--- config.mk ---
export PLATFORM = sky130hd
export DESIGN_NAME = srt4_divider
export DESIGN_NICKNAME = d
export VERILOG_FILES = /design/src/rtl/srt4_pkg.sv /design/src/rtl/srt4_qsel.sv /design/src/rtl/srt4_step.sv /design/src/rtl/srt4_qacc.sv /design/src/rtl/srt4_divider.sv
export SDC_FILE = /design/constraint.sdc
export NUM_CORES = 1
export LEC_CHECK = 0
export BUFFER_PORTS_ARGS = -buffer_cell sky130_fd_sc_hd__buf_2
export CAP_MARGIN = 20
export CORE_MARGIN = 4
export CORE_UTILIZATION = 40
export CTS_CLUSTER_DIAMETER = 100
export DETAILED_ROUTE_END_ITERATION = 7
export PLACE_DENSITY_LB_ADDON = 0.25
export SLEW_MARGIN = 30
export SYNTH_ARGS = -nofsm -noshare
export SYNTH_HDL_FRONTEND = slang
export SYNTH_HIERARCHICAL = 1
export SYNTH_SLANG_ARGS = --single-unit
--- constraint.sdc ---
create_clock -name clk -period 5.5 [get_ports clk]
set_clock_uncertainty 0.1 [all_clocks]
set_input_delay 0.275 -clock clk [delete_from_list [all_inputs] [get_ports clk]]
set_output_delay 0.275 -clock clk [all_outputs]
set_load 0.02 [all_outputs]
--- src/rtl/srt4_pkg.sv ---
package srt4_pkg;

  // Signed quotient digit: magnitude 0..2 plus a sign flag (zero is never negative)
  typedef struct packed {
    logic       neg;
    logic [1:0] mag;
  } sdigit_t;

  // Number of divisor fraction bits examined and estimate width
  localparam int SEL_DBITS = 4;
  localparam int SEL_CELLS = 1 << SEL_DBITS;
  localparam int SEL_EBITS = 8;

  // Lowest estimate (units of 1/4) for which digit k is chosen in divisor cell didx.
  // Threshold = ceil(4 * (k - 2/3) * Dworst), Dworst the cell edge that binds.
  function automatic int sel_threshold(input int k, input int didx);
    int dw;
    int a;
    int r;
    dw = SEL_CELLS + didx + ((k >= 1) ? 1 : 0);
    a  = (12 * k - 8) * dw;
    if (a >= 0) r = (a + 47) / 48;
    else        r = -((-a) / 48);
    return r;
  endfunction

endpackage

--- src/rtl/srt4_qsel.sv ---
module srt4_qsel
  import srt4_pkg::*;
(
  input  logic [SEL_EBITS-1:0] s_hi,
  input  logic [SEL_EBITS-1:0] c_hi,
  input  logic [SEL_DBITS-1:0] dfrac,
  output sdigit_t              q
);
  // Short carry-propagated estimate: 4 integer bits, 4 fraction bits
  logic signed [SEL_EBITS-1:0] est;
  int                          e;
  assign est = s_hi + c_hi;
  assign e   = int'(est);

  logic [SEL_CELLS-1:0] ge_p2, ge_p1, ge_z, ge_m1;

  for (genvar g = 0; g < SEL_CELLS; g++) begin : g_cell
    // thresholds scaled to the 1/16 estimate grid (their low bits are zero)
    localparam int T_P2 = 4 * sel_threshold(2, g);
    localparam int T_P1 = 4 * sel_threshold(1, g);
    localparam int T_Z  = 4 * sel_threshold(0, g);
    localparam int T_M1 = 4 * sel_threshold(-1, g);
    assign ge_p2[g] = (e >= T_P2);
    assign ge_p1[g] = (e >= T_P1);
    assign ge_z[g]  = (e >= T_Z);
    assign ge_m1[g] = (e >= T_M1);
  end

  always_comb begin
    if (ge_p2[dfrac])      q = '{neg: 1'b0, mag: 2'd2};
    else if (ge_p1[dfrac]) q = '{neg: 1'b0, mag: 2'd1};
    else if (ge_z[dfrac])  q = '{neg: 1'b0, mag: 2'd0};
    else if (ge_m1[dfrac]) q = '{neg: 1'b1, mag: 2'd1};
    else                   q = '{neg: 1'b1, mag: 2'd2};
  end
endmodule

--- src/rtl/srt4_step.sv ---
module srt4_step
  import srt4_pkg::*;
#(
  parameter int RW = 21
) (
  input  logic [RW-1:0] s4,
  input  logic [RW-1:0] c4,
  input  logic [RW-1:0] dmul,
  input  sdigit_t       q,
  output logic [RW-1:0] ns,
  output logic [RW-1:0] nc
);
  logic [RW-1:0] mult;
  logic [RW-1:0] addend;
  logic [RW-1:0] maj;
  logic          sub;

  always_comb begin
    case (q.mag)
      2'd1:    mult = dmul;
      2'd2:    mult = dmul << 1;
      default: mult = '0;
    endcase
  end

  // positive digit subtracts: invert here, the +1 enters the free carry LSB
  assign sub    = !q.neg && (q.mag != 2'd0);
  assign addend = sub ? ~mult : mult;

  for (genvar b = 0; b < RW; b++) begin : g_fa
    assign ns[b]  = s4[b] ^ c4[b] ^ addend[b];
    assign maj[b] = (s4[b] & c4[b]) | (s4[b] & addend[b]) | (c4[b] & addend[b]);
  end

  assign nc = (maj << 1) | RW'(sub);
endmodule

--- src/rtl/srt4_qacc.sv ---
module srt4_qacc
  import srt4_pkg::*;
#(
  parameter int QW = 16
) (
  input  logic          clk,
  input  logic          rst_n,
  input  logic          clr,
  input  logic          en,
  input  sdigit_t       q,
  output logic [QW-1:0] pos,
  output logic [QW-1:0] neg
);
  always_ff @(posedge clk or negedge rst_n) begin
    if (!rst_n) begin
      pos <= '0;
      neg <= '0;
    end else if (clr) begin
      pos <= '0;
      neg <= '0;
    end else if (en) begin
      pos <= (pos << 2) | QW'(q.neg ? 2'd0 : q.mag);
      neg <= (neg << 2) | QW'(q.neg ? q.mag : 2'd0);
    end
  end
endmodule

--- src/rtl/srt4_divider.sv ---
module srt4_divider
  import srt4_pkg::*;
#(
  parameter int W    = 16,
  parameter int NDIG = 8
) (
  input  logic              clk,
  input  logic              rst_n,
  input  logic              start_valid,
  output logic              start_ready,
  input  logic [W-1:0]      dividend,
  input  logic [W-1:0]      divisor,
  output logic              busy,
  output logic              done,
  output logic [2*NDIG-1:0] quotient
);
  localparam int RW = W + 5;             // 4 integer bits, W+1 fraction bits
  localparam int QW = 2 * NDIG;
  localparam int CW = $clog2(NDIG + 1);
  localparam logic [RW-1:0] SIGN_MIN = {1'b1, {(RW-1){1'b0}}};

  typedef enum logic [1:0] {ST_IDLE, ST_ITER, ST_FIX} st_t;

  st_t           state;
  logic [RW-1:0] sum_q, carry_q;
  logic [W-1:0]  div_q;
  logic [CW-1:0] cnt_q;
  logic [RW-1:0] s4, c4, dmul, ns, nc;
  logic [QW-1:0] qpos, qneg;
  sdigit_t       dig;
  logic          accept, rneg, iter;

  assign start_ready = (state == ST_IDLE);
  assign busy        = (state != ST_IDLE);
  assign accept      = start_valid && start_ready;
  assign iter        = (state == ST_ITER);

  assign s4   = {sum_q[RW-3:0], 2'b00};
  assign c4   = {carry_q[RW-3:0], 2'b00};
  assign dmul = {3'b000, div_q, 2'b00};
  assign rneg = (sum_q + carry_q) >= SIGN_MIN;

  srt4_qsel u_qsel (
    .s_hi  (s4[RW-1 -: SEL_EBITS]),
    .c_hi  (c4[RW-1 -: SEL_EBITS]),
    .dfrac (div_q[W-2 -: SEL_DBITS]),
    .q     (dig)
  );

  srt4_step #(.RW(RW)) u_step (
    .s4   (s4),
    .c4   (c4),
    .dmul (dmul),
    .q    (dig),
    .ns   (ns),
    .nc   (nc)
  );

  srt4_qacc #(.QW(QW)) u_qacc (
    .clk   (clk),
    .rst_n (rst_n),
    .clr   (accept),
    .en    (iter),
    .q     (dig),
    .pos   (qpos),
    .neg   (qneg)
  );

  always_ff @(posedge clk or negedge rst_n) begin
    if (!rst_n) begin
      state    <= ST_IDLE;
      sum_q    <= '0;
      carry_q  <= '0;
      div_q    <= '0;
      cnt_q    <= '0;
      done     <= 1'b0;
      quotient <= '0;
    end else begin
      done <= 1'b0;
      case (state)
        ST_IDLE: begin
          if (accept) begin
            sum_q   <= RW'(dividend);    // dividend/4 on the remainder scale
            carry_q <= '0;
            div_q   <= divisor;
            cnt_q   <= '0;
            state   <= ST_ITER;
          end
        end
        ST_ITER: begin
          sum_q   <= ns;
          carry_q <= nc;
          cnt_q   <= cnt_q + 1'b1;
          if (cnt_q == CW'(NDIG - 1)) state <= ST_FIX;
        end
        ST_FIX: begin
          quotient <= qpos - qneg - QW'(rneg);
          done     <= 1'b1;
          state    <= ST_IDLE;
        end
        default: state <= ST_IDLE;
      endcase
    end
  end
endmodule

==> reports/results.txt, run 1 <==
CTS Buf Count - 17
Iter 0 DRT Violations - 337
Count of clock tree sinks - 113
Wirelength, routed - 16.4 mm
Post-CTS sizing - 0
Worst-case hold path end point - div_q[7]
Most common cell in the netlist - nand2_1
Crit path kind - reg2reg
Antenna diodes - 0
Met2 Resource Use GR - 0.250
Total track usage - 0.159
Worst hold path type - in2reg
GR Overflow Total - 0
Reg2reg start - sum_q[0]
Average routed wire per standard cell - 13.3 um
Synth top area share - 0.360
Worst path top cell family by delay - compound AO/OA/AOI/OAI gates
FP Rows - 50
Die Span X - 148 um
GR peak layer - met2
Period utilisation layout - 0.918
Primary FF master, synth - dfrtp_1
Hold depth - 3
Worst-skew pair later-pin latency - 0.41 ns
#FFs+latches synth - 113
Status - finished clean
Layout cell share with drive strength beyond 1 - 0.138
Routability cong. - 0.794
First-pass GRT wire length - 28.5 mm
Unrepaired setup endpoints after global routing - false
Crit path time final - 5.05 ns
CP endpoint kind - register
Core area - 0.0190 sq mm
Starting Density - 0.413
Final hold vios - 0
Post-synth EDFFs - 0
Max Fclk - 0.198 GHz
Drt drc - 0
Seq/Total Area, Yosys - 0.360
Vias in the first global route - 5846
Reg2reg end - quotient[8]
Die area - 0.0219 sq mm
Yosys cell types - 67
Final nets - 1072
CTS Buffer Depth - 2
Postcts setup bufs - 0
Worst-path clk slew - 0.06 ns
Crit path cell chain - ha_1 -> fa_1 -> a21o_1 -> a21o_1 -> a21o_1 -> a2111oi_2 -> o31ai_1 -> xnor2_1 -> fa_1 -> inv_1 -> ha_1 -> or2_2 -> fa_1 -> nand2b_1 -> a21o_1 -> a21o_1 -> a221oi_2 -> xor2_1 -> o21ai_1
Pins Over Slew Limit - 0
HPWL after DPL - 11.2 mm
TritonCTS clock tree - built
I/O pin cnt - 54
Worst Tran Pin Value - 0.886 ns
Initial antenna violation count - 0
Largest area contributor in the netlist - dfrtp_1
R2R Setup Slk - 0.45 ns
H-tree Lvls - 4
Top fanout value on the critical path - 4
Most used cell, CP - a21o_1
GR Layer Usage met3 - 0.0360
Post-Syn Area per Cell - 8.88 sq um
Met1 Use GR - 0.226
Largest net degree at the start of global routing - 65
Startpoint Class - register
Root Driver - clkbuf_16
Cts hold-fix bufs - 15
R2R depth - 19
Layout area overhead - 15.5%
Total number of vias - 5883
CP arrival - 5.24 ns
Detailed Routing Iterations Pass 1 - 4
Synth Cell Area - 0.00785 sq mm
Final setup violating endpoints - 0
Hold Crit Start - divisor[7]
Worst EP required - 5.69 ns
Via-to-Cell Ratio - 4.79
Critical path's slowest cell - fa_1
Setup tns final - 0 ns
Synth Warn # - 6
ANT nets after route - 0
Fraction of registers with async set/reset - 1.00
Synth top cells by count - nand2_1 (158), inv_1 (133), dfrtp_1 (113), nor2_1 (64), ha_1 (58)
Area contributors post-synth - dfrtp_1 (36%), ha_1 (9.2%), nand2_1 (7.6%), inv_1 (6.4%), fa_1 (6.1%)
Buffers & Inverters on Critical Path - 1
Crit path largest cell delay - 0.53 ns
Die boundary height - 148 um
Slew HR - 0.409
Gate Count Post-Synth - 884
Port bufs - 53
Max-cap check violation count - 0
## cell type report
cell class,count,area [sq um]
fillers,1907,9960
multi-input cells,611,4330
flip-flops and latches,113,2830
inverters,134,504
repair buffers,78,495
clock buffers,19,443
well taps,260,325
clock inverters,13,138
## worst max-delay path by stage
stage,from,end,depth (start not counted)
3_3_place_gp,sum_q[0],quotient[8],19
5_1_grt,sum_q[0],quotient[8],19
2_1_floorplan,sum_q[0],quotient[8],19
3_5_place_dp,sum_q[0],quotient[8],19
4_1_cts,sum_q[0],quotient[8],19
6_report,sum_q[0],quotient[8],19
## routing by layer
layer / wire length [um] / vias up / part of all wire
li1: - / 3020 / -
met1: 8350 / 2782 / 0.51
met2: 7410 / 73 / 0.45
met3: 515 / 8 / 0.031
met4: 95 / 0 / 0.0058
met5: 0 / - / 0
## registers in the layout, indices dropped and copies added (netlist names)
name / count
done: 1
state: 2
quotient: 16
u_qacc/neg: 16
u_qacc/pos: 16
div_q: 16
cnt_q: 4
carry_q: 21
sum_q: 21
## worst register-to-register path: cells and delay by family (launching register included)
kind | cells | cell delay, ns
AO/OA/AOI/OAI | 9 | 1.89
XOR/XNOR | 2 | 0.36
adder cells (fa/ha/maj) | 5 | 1.66
buffers and inverters | 1 | 0.05
flip-flops | 1 | 0.40
AND/OR/NAND/NOR | 2 | 0.48
## kinds of logic after synthesis
kind of cell               share of synthesized area
and+or+nand+nor                                0.152
xor gates and xnor gates                      0.0510
adders and majority gates                      0.154
muxes                                         0.0357
other                                       0.000478
buffers and inverters                         0.0942
DFF                                            0.360
AOI/OAI and AO/OA                              0.153
## through the flow
step / setup WS (ns) / instances / hold slack (ns) / cell area (sq um) / util
after floorplan: 0.835 / 896 / -0.121 / 7890 / -
after global placement: 0.504 / 1180 / 0.316 / 8320 / 0.437
after detailed placement: 0.472 / 1180 / 0.315 / 8320 / 0.437
after CTS: 0.453 / 1227 / 0.000209 / 9050 / 0.476
after global routing: 0.113 / 1228 / 0.000827 / 9060 / 0.476
final: 0.453 / 1228 / 0.00348 / 9060 / 0.476
## cells in the final DEF, fill, tap and decap left out, types with 4 or more instances in the layout
| cell type | n |
|---|---|
| nand3_1 | 12 |
| dfrtp_1 | 113 |
| clkbuf_16 | 17 |
| inv_1 | 132 |
| nor3b_1 | 5 |
| xor2_1 | 27 |
| clkinvlp_4 | 6 |
| nand2_1 | 158 |
| buf_4 | 10 |
| fa_1 | 24 |
| nand2b_1 | 9 |
| o21ai_0 | 53 |
| dlygate4sd3_1 | 16 |
| ha_1 | 58 |
| nor2_1 | 64 |
| conb_1 | 13 |
| nand4_1 | 4 |
| a22oi_2 | 21 |
| a21o_1 | 15 |
| a31oi_1 | 20 |
| nor3_1 | 5 |
| buf_2 | 52 |
| o21ai_1 | 5 |
| clkinv_2 | 4 |
| xnor2_1 | 15 |
| a21oi_1 | 20 |
| mux2i_1 | 28 |
Power of run 1 is not shown: default switching activity piles up to over one toggle a cycle in this logic, so the estimate is an artifact.
==> run 2: changes to the inputs <==
--- a/config.mk
+++ b/config.mk
@@ -7,11 +7,12 @@
 export LEC_CHECK = 0
 export BUFFER_PORTS_ARGS = -buffer_cell sky130_fd_sc_hd__buf_2
 export CAP_MARGIN = 20
-export CORE_MARGIN = 4
+export CORE_MARGIN = 1.5
 export CORE_UTILIZATION = 40
 export CTS_CLUSTER_DIAMETER = 100
 export DETAILED_ROUTE_END_ITERATION = 7
 export PLACE_DENSITY_LB_ADDON = 0.25
+export REMOVE_ABC_BUFFERS = 1
 export SLEW_MARGIN = 30
 export SYNTH_ARGS = -nofsm -noshare
 export SYNTH_HDL_FRONTEND = slang
==> run 2 against run 1 <==
Clock-buffer cell count down 1; cell area up 1.3%; fmax up 1.4%; largest cell class unchanged; register-to-register slack better by 0.07 ns; non-clock buffer count up 7; worst setup slack better by 0.068 ns; die area down 6.6%; via count down 0.39%; utilization down 0.18 points; sequential share of layout area down 0.40 points.
==> reports/results.txt, run 2 (synthesis results as in run 1) <==
Status - finished clean
GR Overflow Total - 0 (unchanged)
Via-to-Cell Ratio - 4.73 (-1.4%)
Final nets - 1079 (+0.65%)
ANT nets after route - 0 (unchanged)
Initial antenna violation count - 0 (unchanged)
Period utilisation layout - 0.905 (-0.0124)
CP endpoint - quotient[8]
Root Driver - clkbuf_16
Largest net degree at the start of global routing - 65 (unchanged)
Starting Density - 0.406 (-0.00675)
Biggest regs - carry_q x21, sum_q x21
Final hold vios - 0 (unchanged)
Startpoint Class - register
Post-CTS sizing - 0 (unchanged)
Worst hold path type - in2reg
Antenna diodes - 0 (unchanged)
Setup tns final - 0 ns (unchanged)
Average routed wire per standard cell - 13.0 um (-2.7%)
Worst EP required - 5.69 ns (about the same)
Crit path kind - reg2reg
Reg2reg start - sum_q[0]
Core area - 0.0193 sq mm (+1.7%)
CP endpoint kind - register
CTS Buf Count - 17 (unchanged)
Pins Over Slew Limit - 0 (unchanged)
Die area - 0.0205 sq mm (-6.6%)
HPWL after DPL - 10.6 mm (-5.0%)
Max-cap check violation count - 0 (unchanged)
Worst Tran Pin Value - 0.810 ns (-0.0761 ns)
Postcts setup bufs - 0 (unchanged)
First-pass GRT wire length - 28.3 mm (-0.80%)
Origin of the worst setup path - sum_q[0]
I/O pin cnt - 54 (unchanged)
R2R depth - 19 (unchanged)
Worst-skew pair later-pin latency - 0.42 ns (about the same)
Worst-path clk slew - 0.06 ns (about the same)
Reg2reg end - quotient[8]
Total number of vias - 5860 (-0.39%)
Die Span X - 143 um (-3.4%)
FP Rows - 51 (+2.0%)
R2R Setup Slk - 0.52 ns (+0.07 ns)
Max Fclk - 0.201 GHz (+1.4%)
TritonCTS clock tree - built
Total track usage - 0.173 (+0.0146)
Unrepaired setup endpoints after global routing - false
Drt drc - 0 (unchanged)
Wirelength, routed - 16.1 mm (-1.8%)
CTS Buffer Depth - 2 (unchanged)
Top fanout value on the critical path - 4 (unchanged)
Iter 0 DRT Violations - 274 (-19%)
CP arrival - 5.16 ns (-0.08 ns)
Detailed Routing Iterations Pass 1 - 4 (unchanged)
Final setup violating endpoints - 0 (unchanged)
Layout cell share with drive strength beyond 1 - 0.137 (-0.000994)
Layout area overhead - 17.0%
Slew HR - 0.460 (+0.0516)
H-tree Lvls - 4 (unchanged)
Routability cong. - 0.776 (-2.3%)
Count of clock tree sinks - 113 (unchanged)
Most frequent cells in the layout - nand2_1 (158), inv_1 (132), dfrtp_1 (113)
Vias in the first global route - 5929 (+1.4%)
Die boundary height - 143 um (-3.4%)
Port bufs - 53 (unchanged)
Crit path time final - 4.98 ns (-0.0682 ns)
Commonest non-fill, non-tap cell in the layout - nand2_1
-- run 2: final cells by class --
type	count	area, sq um
clock buffers	18	439
clock inverters	14	180
fillers	1900	10200
inverters	134	503
multi-input cells	611	4330
flip-flops and latches	113	2830
well taps	265	332
repair buffers	85	568
-- run 2: worst max-delay path, cell delays in order, from the launching register on --
cell and delay (ns):
dfrtp_1 0.39, ha_1 0.21, fa_1 0.36, a21o_1 0.18, a21o_1 0.17, a21o_1 0.18
a2111oi_2 0.34, o31ai_1 0.17, xnor2_1 0.18, fa_1 0.53, inv_1 0.05, ha_1 0.17
or2_2 0.30, fa_1 0.38, nand2b_1 0.17, a21o_1 0.20, a21o_1 0.23, a221oi_2 0.27
xor2_1 0.17, o21ai_1 0.07
-- run 2: what timing repair did --
| item | in CTS | in global routing |
|---|---|---|
| hold buffers | 24 | 0 |
| endpoints found under the hold margin | 85 | 0 |
| setup endpoints to repair | 0 | 0 |
-- run 2: how the worst min path moves through the flow --
| stage | start | endpoint | cells past startpoint |
|---|---|---|---|
| 2_1_floorplan | rst_n | carry_q[0] | 0 |
| 3_3_place_gp | rst_n | quotient[11] | 1 |
| 3_5_place_dp | rst_n | quotient[13] | 1 |
| 6_report | dividend[5] | sum_q[5] | 3 |
| 4_1_cts | dividend[5] | sum_q[5] | 3 |
| 5_1_grt | dividend[5] | sum_q[5] | 3 |
-- run 2: metrics by stage --
step	hold WS (ns)	utilization	std cells	worst slack [ns]	instance area, sq um
floorplan	-0.121	-	858	0.811	7650
global placement	0.325	0.430	1184	0.581	8320
detailed placement	0.335	0.430	1184	0.523	8320
CTS	0.000366	0.475	1240	0.513	9180
global route	0.0144	0.475	1240	0.227	9180
finish	0.0155	0.475	1240	0.522	9180
-- run 2: routing by layer --
metal / routed length, um / vias up / track usage / share of wire
met1: 8040 / 2743 / 0.231 / 0.50
met4: 125 / 0 / 0.0553 / 0.0078
li1: - / 3027 / - / -
met2: 7440 / 81 / 0.281 / 0.46
met3: 481 / 9 / 0.0376 / 0.030
met5: 0 / - / 0 / 0
Power of run 2 is left out for the same reason.
